$ cat src/rtl/servo_pwm_pkg.sv
package servo_pwm_pkg;

    typedef enum logic {
        MODE_SERVO = 1'b0,
        MODE_DUTY  = 1'b1
    } pwm_mode_e;

    localparam int unsigned ANGLE_MAX  = 180;
    localparam int unsigned DUTY_STEPS = 255;
    localparam int unsigned FRAMES_PER_SEC = 50;
    localparam int unsigned MS_PER_SEC     = 1000;

    typedef struct packed {
        pwm_mode_e  mode;
        logic [7:0] level;
    } pwm_cmd_t;

    function automatic logic [7:0] clamp_angle(input logic [7:0] a);
        return (32'(a) > ANGLE_MAX) ? 8'(ANGLE_MAX) : a;
    endfunction

    function automatic int unsigned servo_frame_cycles(input int unsigned clk_hz);
        return clk_hz / FRAMES_PER_SEC;
    endfunction

    function automatic int unsigned one_ms_cycles(input int unsigned clk_hz);
        return clk_hz / MS_PER_SEC;
    endfunction

    function automatic int unsigned max_u(input int unsigned a, input int unsigned b);
        return (a > b) ? a : b;
    endfunction

endpackage

$ cat src/rtl/spg_level_map.sv
module spg_level_map
    import servo_pwm_pkg::*;
#(
    parameter int unsigned CNT_W       = 20,
    parameter int unsigned SERVO_FRAME = 1000000,
    parameter int unsigned SERVO_MIN   = 50000,
    parameter int unsigned DUTY_DIV    = 196
) (
    input  pwm_cmd_t          cmd,
    output logic [CNT_W-1:0]  high_len,
    output logic [CNT_W-1:0]  frame_len
);
    localparam int unsigned DUTY_FRAME = DUTY_STEPS * DUTY_DIV;

    logic [7:0]  angle;
    logic [31:0] span_prod;
    logic [31:0] servo_high;
    logic [31:0] duty_high;

    always_comb begin
        angle      = clamp_angle(cmd.level);
        span_prod  = 32'(angle) * SERVO_MIN;
        servo_high = SERVO_MIN + span_prod / ANGLE_MAX;
        duty_high  = 32'(cmd.level) * DUTY_DIV;
        if (cmd.mode == MODE_SERVO) begin
            high_len  = CNT_W'(servo_high);
            frame_len = CNT_W'(SERVO_FRAME);
        end else begin
            high_len  = CNT_W'(duty_high);
            frame_len = CNT_W'(DUTY_FRAME);
        end
    end

endmodule

$ cat src/rtl/spg_frame_seq.sv
module spg_frame_seq #(
    parameter int unsigned CNT_W = 20
) (
    input  logic              clk,
    input  logic              rst,
    input  logic              enable,
    input  logic [CNT_W-1:0]  next_high,
    input  logic [CNT_W-1:0]  next_len,
    output logic              pulse,
    output logic              strobe
);
    logic [CNT_W-1:0] cnt;
    logic [CNT_W-1:0] cnt_inc;
    logic [CNT_W-1:0] cur_high;
    logic [CNT_W-1:0] cur_len;
    logic             running;
    logic             frame_open;

    always_comb begin
        cnt_inc    = cnt + 1'b1;
        frame_open = !running || (cnt == cur_len - 1'b1);
    end

    always_ff @(posedge clk) begin
        if (rst || !enable) begin
            cnt      <= '0;
            cur_high <= '0;
            cur_len  <= '1;
            running  <= 1'b0;
            pulse    <= 1'b0;
            strobe   <= 1'b0;
        end else if (frame_open) begin
            cnt      <= '0;
            cur_high <= next_high;
            cur_len  <= next_len;
            running  <= 1'b1;
            pulse    <= (next_high != '0);
            strobe   <= 1'b1;
        end else begin
            cnt      <= cnt_inc;
            pulse    <= (cnt_inc < cur_high);
            strobe   <= 1'b0;
        end
    end

endmodule

$ cat src/rtl/servo_pwm_gen.sv
module servo_pwm_gen
    import servo_pwm_pkg::*;
#(
    parameter int unsigned CLK_HZ   = 50000000,
    parameter int unsigned DUTY_DIV = ((CLK_HZ / 255000) > 0) ? (CLK_HZ / 255000) : 1
) (
    input  logic       clk,
    input  logic       rst,
    input  logic       enable,
    input  logic       mode_sel,
    input  logic [7:0] level_in,
    output logic       pwm_out,
    output logic       frame_start
);
    localparam int unsigned SERVO_FRAME = servo_frame_cycles(CLK_HZ);
    localparam int unsigned SERVO_MIN   = one_ms_cycles(CLK_HZ);
    localparam int unsigned DUTY_FRAME  = DUTY_STEPS * DUTY_DIV;
    localparam int unsigned LONGEST     = max_u(SERVO_FRAME, DUTY_FRAME);
    localparam int unsigned CNT_W       = $clog2(LONGEST + 1);

    pwm_cmd_t          cmd;
    logic [CNT_W-1:0]  map_high;
    logic [CNT_W-1:0]  map_len;

    always_comb begin
        cmd.mode  = pwm_mode_e'(mode_sel);
        cmd.level = level_in;
    end

    spg_level_map #(
        .CNT_W      (CNT_W),
        .SERVO_FRAME(SERVO_FRAME),
        .SERVO_MIN  (SERVO_MIN),
        .DUTY_DIV   (DUTY_DIV)
    ) u_map (
        .cmd      (cmd),
        .high_len (map_high),
        .frame_len(map_len)
    );

    spg_frame_seq #(
        .CNT_W(CNT_W)
    ) u_seq (
        .clk      (clk),
        .rst      (rst),
        .enable   (enable),
        .next_high(map_high),
        .next_len (map_len),
        .pulse    (pwm_out),
        .strobe   (frame_start)
    );

endmodule

$ cat config.mk
export PLATFORM = sky130hd
export DESIGN_NAME = servo_pwm_gen
export DESIGN_NICKNAME = d
export VERILOG_FILES = /design/src/rtl/servo_pwm_pkg.sv /design/src/rtl/spg_level_map.sv /design/src/rtl/spg_frame_seq.sv /design/src/rtl/servo_pwm_gen.sv
export SDC_FILE = /design/constraint.sdc
export NUM_CORES = 1
export LEC_CHECK = 0
export BUFFER_PORTS_ARGS = -buffer_cell sky130_fd_sc_hd__buf_4
export CELL_PAD_IN_SITES_DETAIL_PLACEMENT = 1
export CELL_PAD_IN_SITES_GLOBAL_PLACEMENT = 1
export CORE_MARGIN = 2
export CORE_UTILIZATION = 52
export CTS_CLUSTER_DIAMETER = 100
export DETAILED_ROUTE_END_ITERATION = 16
export PLACE_DENSITY = 0.83
export SYNTH_ARGS = -nofsm -noshare
export SYNTH_HDL_FRONTEND = slang
export SYNTH_SLANG_ARGS = --single-unit
$ cat constraint.sdc
create_clock -name clk -period 39.9 [get_ports clk]
set_clock_uncertainty 0.15 [all_clocks]
set_input_delay 5.985 -clock clk [delete_from_list [all_inputs] [get_ports clk]]
set_output_delay 5.985 -clock clk [all_outputs]
set_load 0.02 [all_outputs]
==> impl_metrics.toml <==
[timing]
rsz0062_at_grt = "false"
hold_violations = 0
relSlewSlack = 0.2461
final.setup.tns_ns = 0
timing.hold.ws_ns = 0.3365
setup_viol = 0
max_freq_ghz = 0.03900
period_minus_slack_ns = 25.64
drv_slew = 0
timing.final.crit_share = 0.6426
tightest_slew_ns = 1.131

[finish]
multiInputGateArea_sq_um = 8481
fin_area_sq_um = 10190
nets = 1410
drive_gt1_frac = 0.08405
instances_no_fill = 1507
area_growth_pct = 3.480
nFillCells = 2380
ff_latch_area_sq_um = 880.8
antenna_cells = 0

[cts]
clkLatencyLatePin_ns = 0.28
cts.clk_slew.worst_paths_ns = 0.06
clock-sinks = 44
numCtsBuffers = 5
postCtsHoldBufs = 0
cts_tree = "built"
cts_buffer_depth = 2
root_buffer = "clkbuf_16"
htree_levels = 2
cts_setup_buffers = 0
cts_resized = 0

[worst_setup_path]
crit_fanout = 15
rr_worst_depth = 24
r2r-start = "u_seq.cnt[0]"
crit_path_max_incr_delay_ns = 0.87
worstPathArrival_ns = 25.64
cp_slowest_cell = "o22ai_1"
critical_path_buf_inv_count = 5
cpMostUsedCell = "ha_1"
critPathCaptureType = "flip-flop"
cp_data_required_time_ns = 39.89
critPathLaunchType = "primary input"
cp_top_family = "compound AO/OA/AOI/OAI gates"
crit_type = "in -> reg"
r2r-end = "u_seq.pulse"
regToRegSetupSlack_ns = 35.74

[yosys]
yosys-top-cells-area = "ha_1 14%, dfxtp_1 8.9%, xnor2_1 5.0%"
yosysWarnings = 0
synth.distinct_cells = 126
yosysSeqAreaShare = 0.08942
synthCells = 1296
synth_top_area_frac = 0.1410
syn-cell-area_sq_um = 9851
syn_avg_cell_area_sq_um = 7.601
async_reset_ff_frac = 0
ys_ff_latch = 44
muxShareOfSynthArea = 0.04052
synth_fa_ha_area_frac = 0.1778
synth_ff_type = "dfxtp_1"
synth_simple_gate_area_frac = 0.2537
synth_top_family_by_area = "compound AO/OA/AOI/OAI gates"
synth-compound-area-share = 0.3042
synth_edf_count = 0
synth_largest_area_cell = "ha_1"
syn_nets = 1434
synth_xor_area_frac = 0.08472

[floorplan]
fp-row-count = 50
core_area_sq_um = 18640
start_util = 0.5284
dieArea_sq_um = 20060
die_w_um = 141.6
die_height_um = 141.6
ioPinCount = 14

[place]
port_buffers = 13
place_hpwl_mm = 23.64
place_inst = 1499
place.gp.congestion = 0.8793
post_dp_cell_area_sq_um = 10030

[global_route]
grt_pass1_wl_mm = 49.30
track_usage = 0.2928
grt_pass1_vias = 9841
grt_start_max_net_pins = 44
met2_usage = 0.5363
busiest_layer = "met2"
overflow = 0
antenna_found_initial = 0
grt_use_met3 = 0.01957
use_met1 = 0.3804

[min_path]
min_to = "u_seq.cur_high[1]"
hold_class = "reg -> reg"
min_from = "u_seq.cur_high[1]"
whs_path_depth = 2

[route]
first_iter_violations = 591
vias_per_cell = 6.501
ant_nets = 0
routed_wl_mm = 29.36
route.detailed.drc = 0
drtPass1Iterations = 5
vias = 9797
wl_per_cell_um = 19.48

[run]
maxCapViolCount = 0

[status]
outcome = "finished, final reports clean"
[state kept, by name, indices dropped and copies added (netlist names)]
register	count
u_seq.cur_len	3
u_seq.pulse	1
u_seq.cur_high	18
u_seq.cnt	20
u_seq.strobe	1
u_seq.running	1
[cell usage after synthesis (6+ instances only)]
| library cell | n |
|---|---|
| nand2_1 | 111 |
| a211o_1 | 8 |
| a31oi_1 | 16 |
| nor4_1 | 22 |
| clkbuf_1 | 20 |
| nor3_1 | 35 |
| fa_1 | 15 |
| buf_2 | 16 |
| o21a_1 | 7 |
| xnor2_1 | 56 |
| a22oi_1 | 6 |
| and3_1 | 33 |
| o22ai_1 | 14 |
| o22a_1 | 8 |
| a21o_1 | 24 |
| dfxtp_1 | 44 |
| inv_1 | 63 |
| and2_1 | 12 |
| o2111ai_1 | 6 |
| o31ai_1 | 9 |
| o211ai_1 | 16 |
| a21oi_1 | 73 |
| nor2_1 | 107 |
| or2_1 | 9 |
| o2bb2ai_1 | 7 |
| nand3_1 | 42 |
| nand4_1 | 18 |
| mux2i_1 | 26 |
| or3_1 | 9 |
| o21ai_0 | 61 |
| o21ai_1 | 16 |
| a21boi_0 | 6 |
| nor2b_1 | 14 |
| or4_1 | 6 |
| ha_1 | 111 |
| xor2_1 | 33 |
| a211oi_1 | 11 |
| nand2b_1 | 18 |
[worst reg2reg max path, stage by stage (launching register included)]
cell      delay [ns]
dfxtp_1         0.44
ha_1            0.30
ha_1            0.27
a21boi_0        0.12
o21ai_0         0.19
nand2b_1        0.08
a21oi_1         0.17
nor2b_1         0.06
o21ai_0         0.16
nand2b_1        0.09
a21oi_1         0.15
nor2b_1         0.06
o21ai_0         0.14
nand2b_1        0.09
a21oi_1         0.18
nor2b_1         0.08
o21ai_0         0.23
nand2b_1        0.13
a21oi_1         0.19
nor2b_1         0.07
o21ai_0         0.16
nand2b_1        0.07
a21oi_1         0.15
nor2_1          0.06
o32ai_1         0.25
[worst max-delay path by stage]
| stage | slack (ns) | from | endpoint | cells after the start |
|---|---|---|---|---|
| floorplan | 18.36 | level_in[6] | u_seq.cur_high[0] | 69 |
| global placement | 14.84 | level_in[6] | u_seq.pulse | 62 |
| detailed placement | 14.24 | level_in[6] | u_seq.pulse | 62 |
| CTS | 14.48 | level_in[6] | u_seq.pulse | 63 |
| global route | 12.72 | level_in[6] | u_seq.pulse | 65 |
| finish | 14.26 | level_in[6] | u_seq.pulse | 63 |
[layout make-up]
class                   instances  share of cell area
multi-input cells            1138              0.8320
flip-flops and latches         44             0.08641
well taps                     234             0.02872
inverters                      66             0.02430
clock buffers                   6             0.01264
repair buffers                 17             0.01252
clock inverters                 2            0.003437
[logic make-up after synthesis]
kind of cell | Yosys count
buffers and inverters | 114
multiplexers | 35
XOR/XNOR | 91
adder cells (fa/ha/maj) | 132
flip-flops | 44
AO/OA/AOI/OAI | 397
AND/OR/NAND/NOR | 483
[through the flow]
stage                 util  setup WS (ns)
global route        0.5468          12.72
detailed placement  0.5380          14.24
CTS                 0.5468          14.48
global placement    0.5380          14.84
finish              0.5468          14.26
floorplan                -          18.36
[placed cells by master, fill, tap and decap left out, types with 18 or more instances in the layout]
cell	instances
nand2_1	111
ha_1	111
nor2_1	107
a21oi_1	73
inv_1	63
o21ai_0	61
xnor2_1	56
dfxtp_1	44
nand3_1	42
nor3_1	35
xor2_1	33
and3_1	33
mux2i_1	26
a21o_1	24
nor4_1	22
nand4_1	18
nand2b_1	18
[metal layers]
| metal | wire length [um] | vias to the layer above |
|---|---|---|
| met5 | 0 | - |
| met4 | 510 | 0 |
| met3 | 596 | 35 |
| met2 | 14640 | 147 |
| met1 | 13610 | 4795 |
| li1 | - | 4820 |
Power is not shown: default switching activity piles up to over one toggle a cycle in this logic, so the estimate is an artifact.
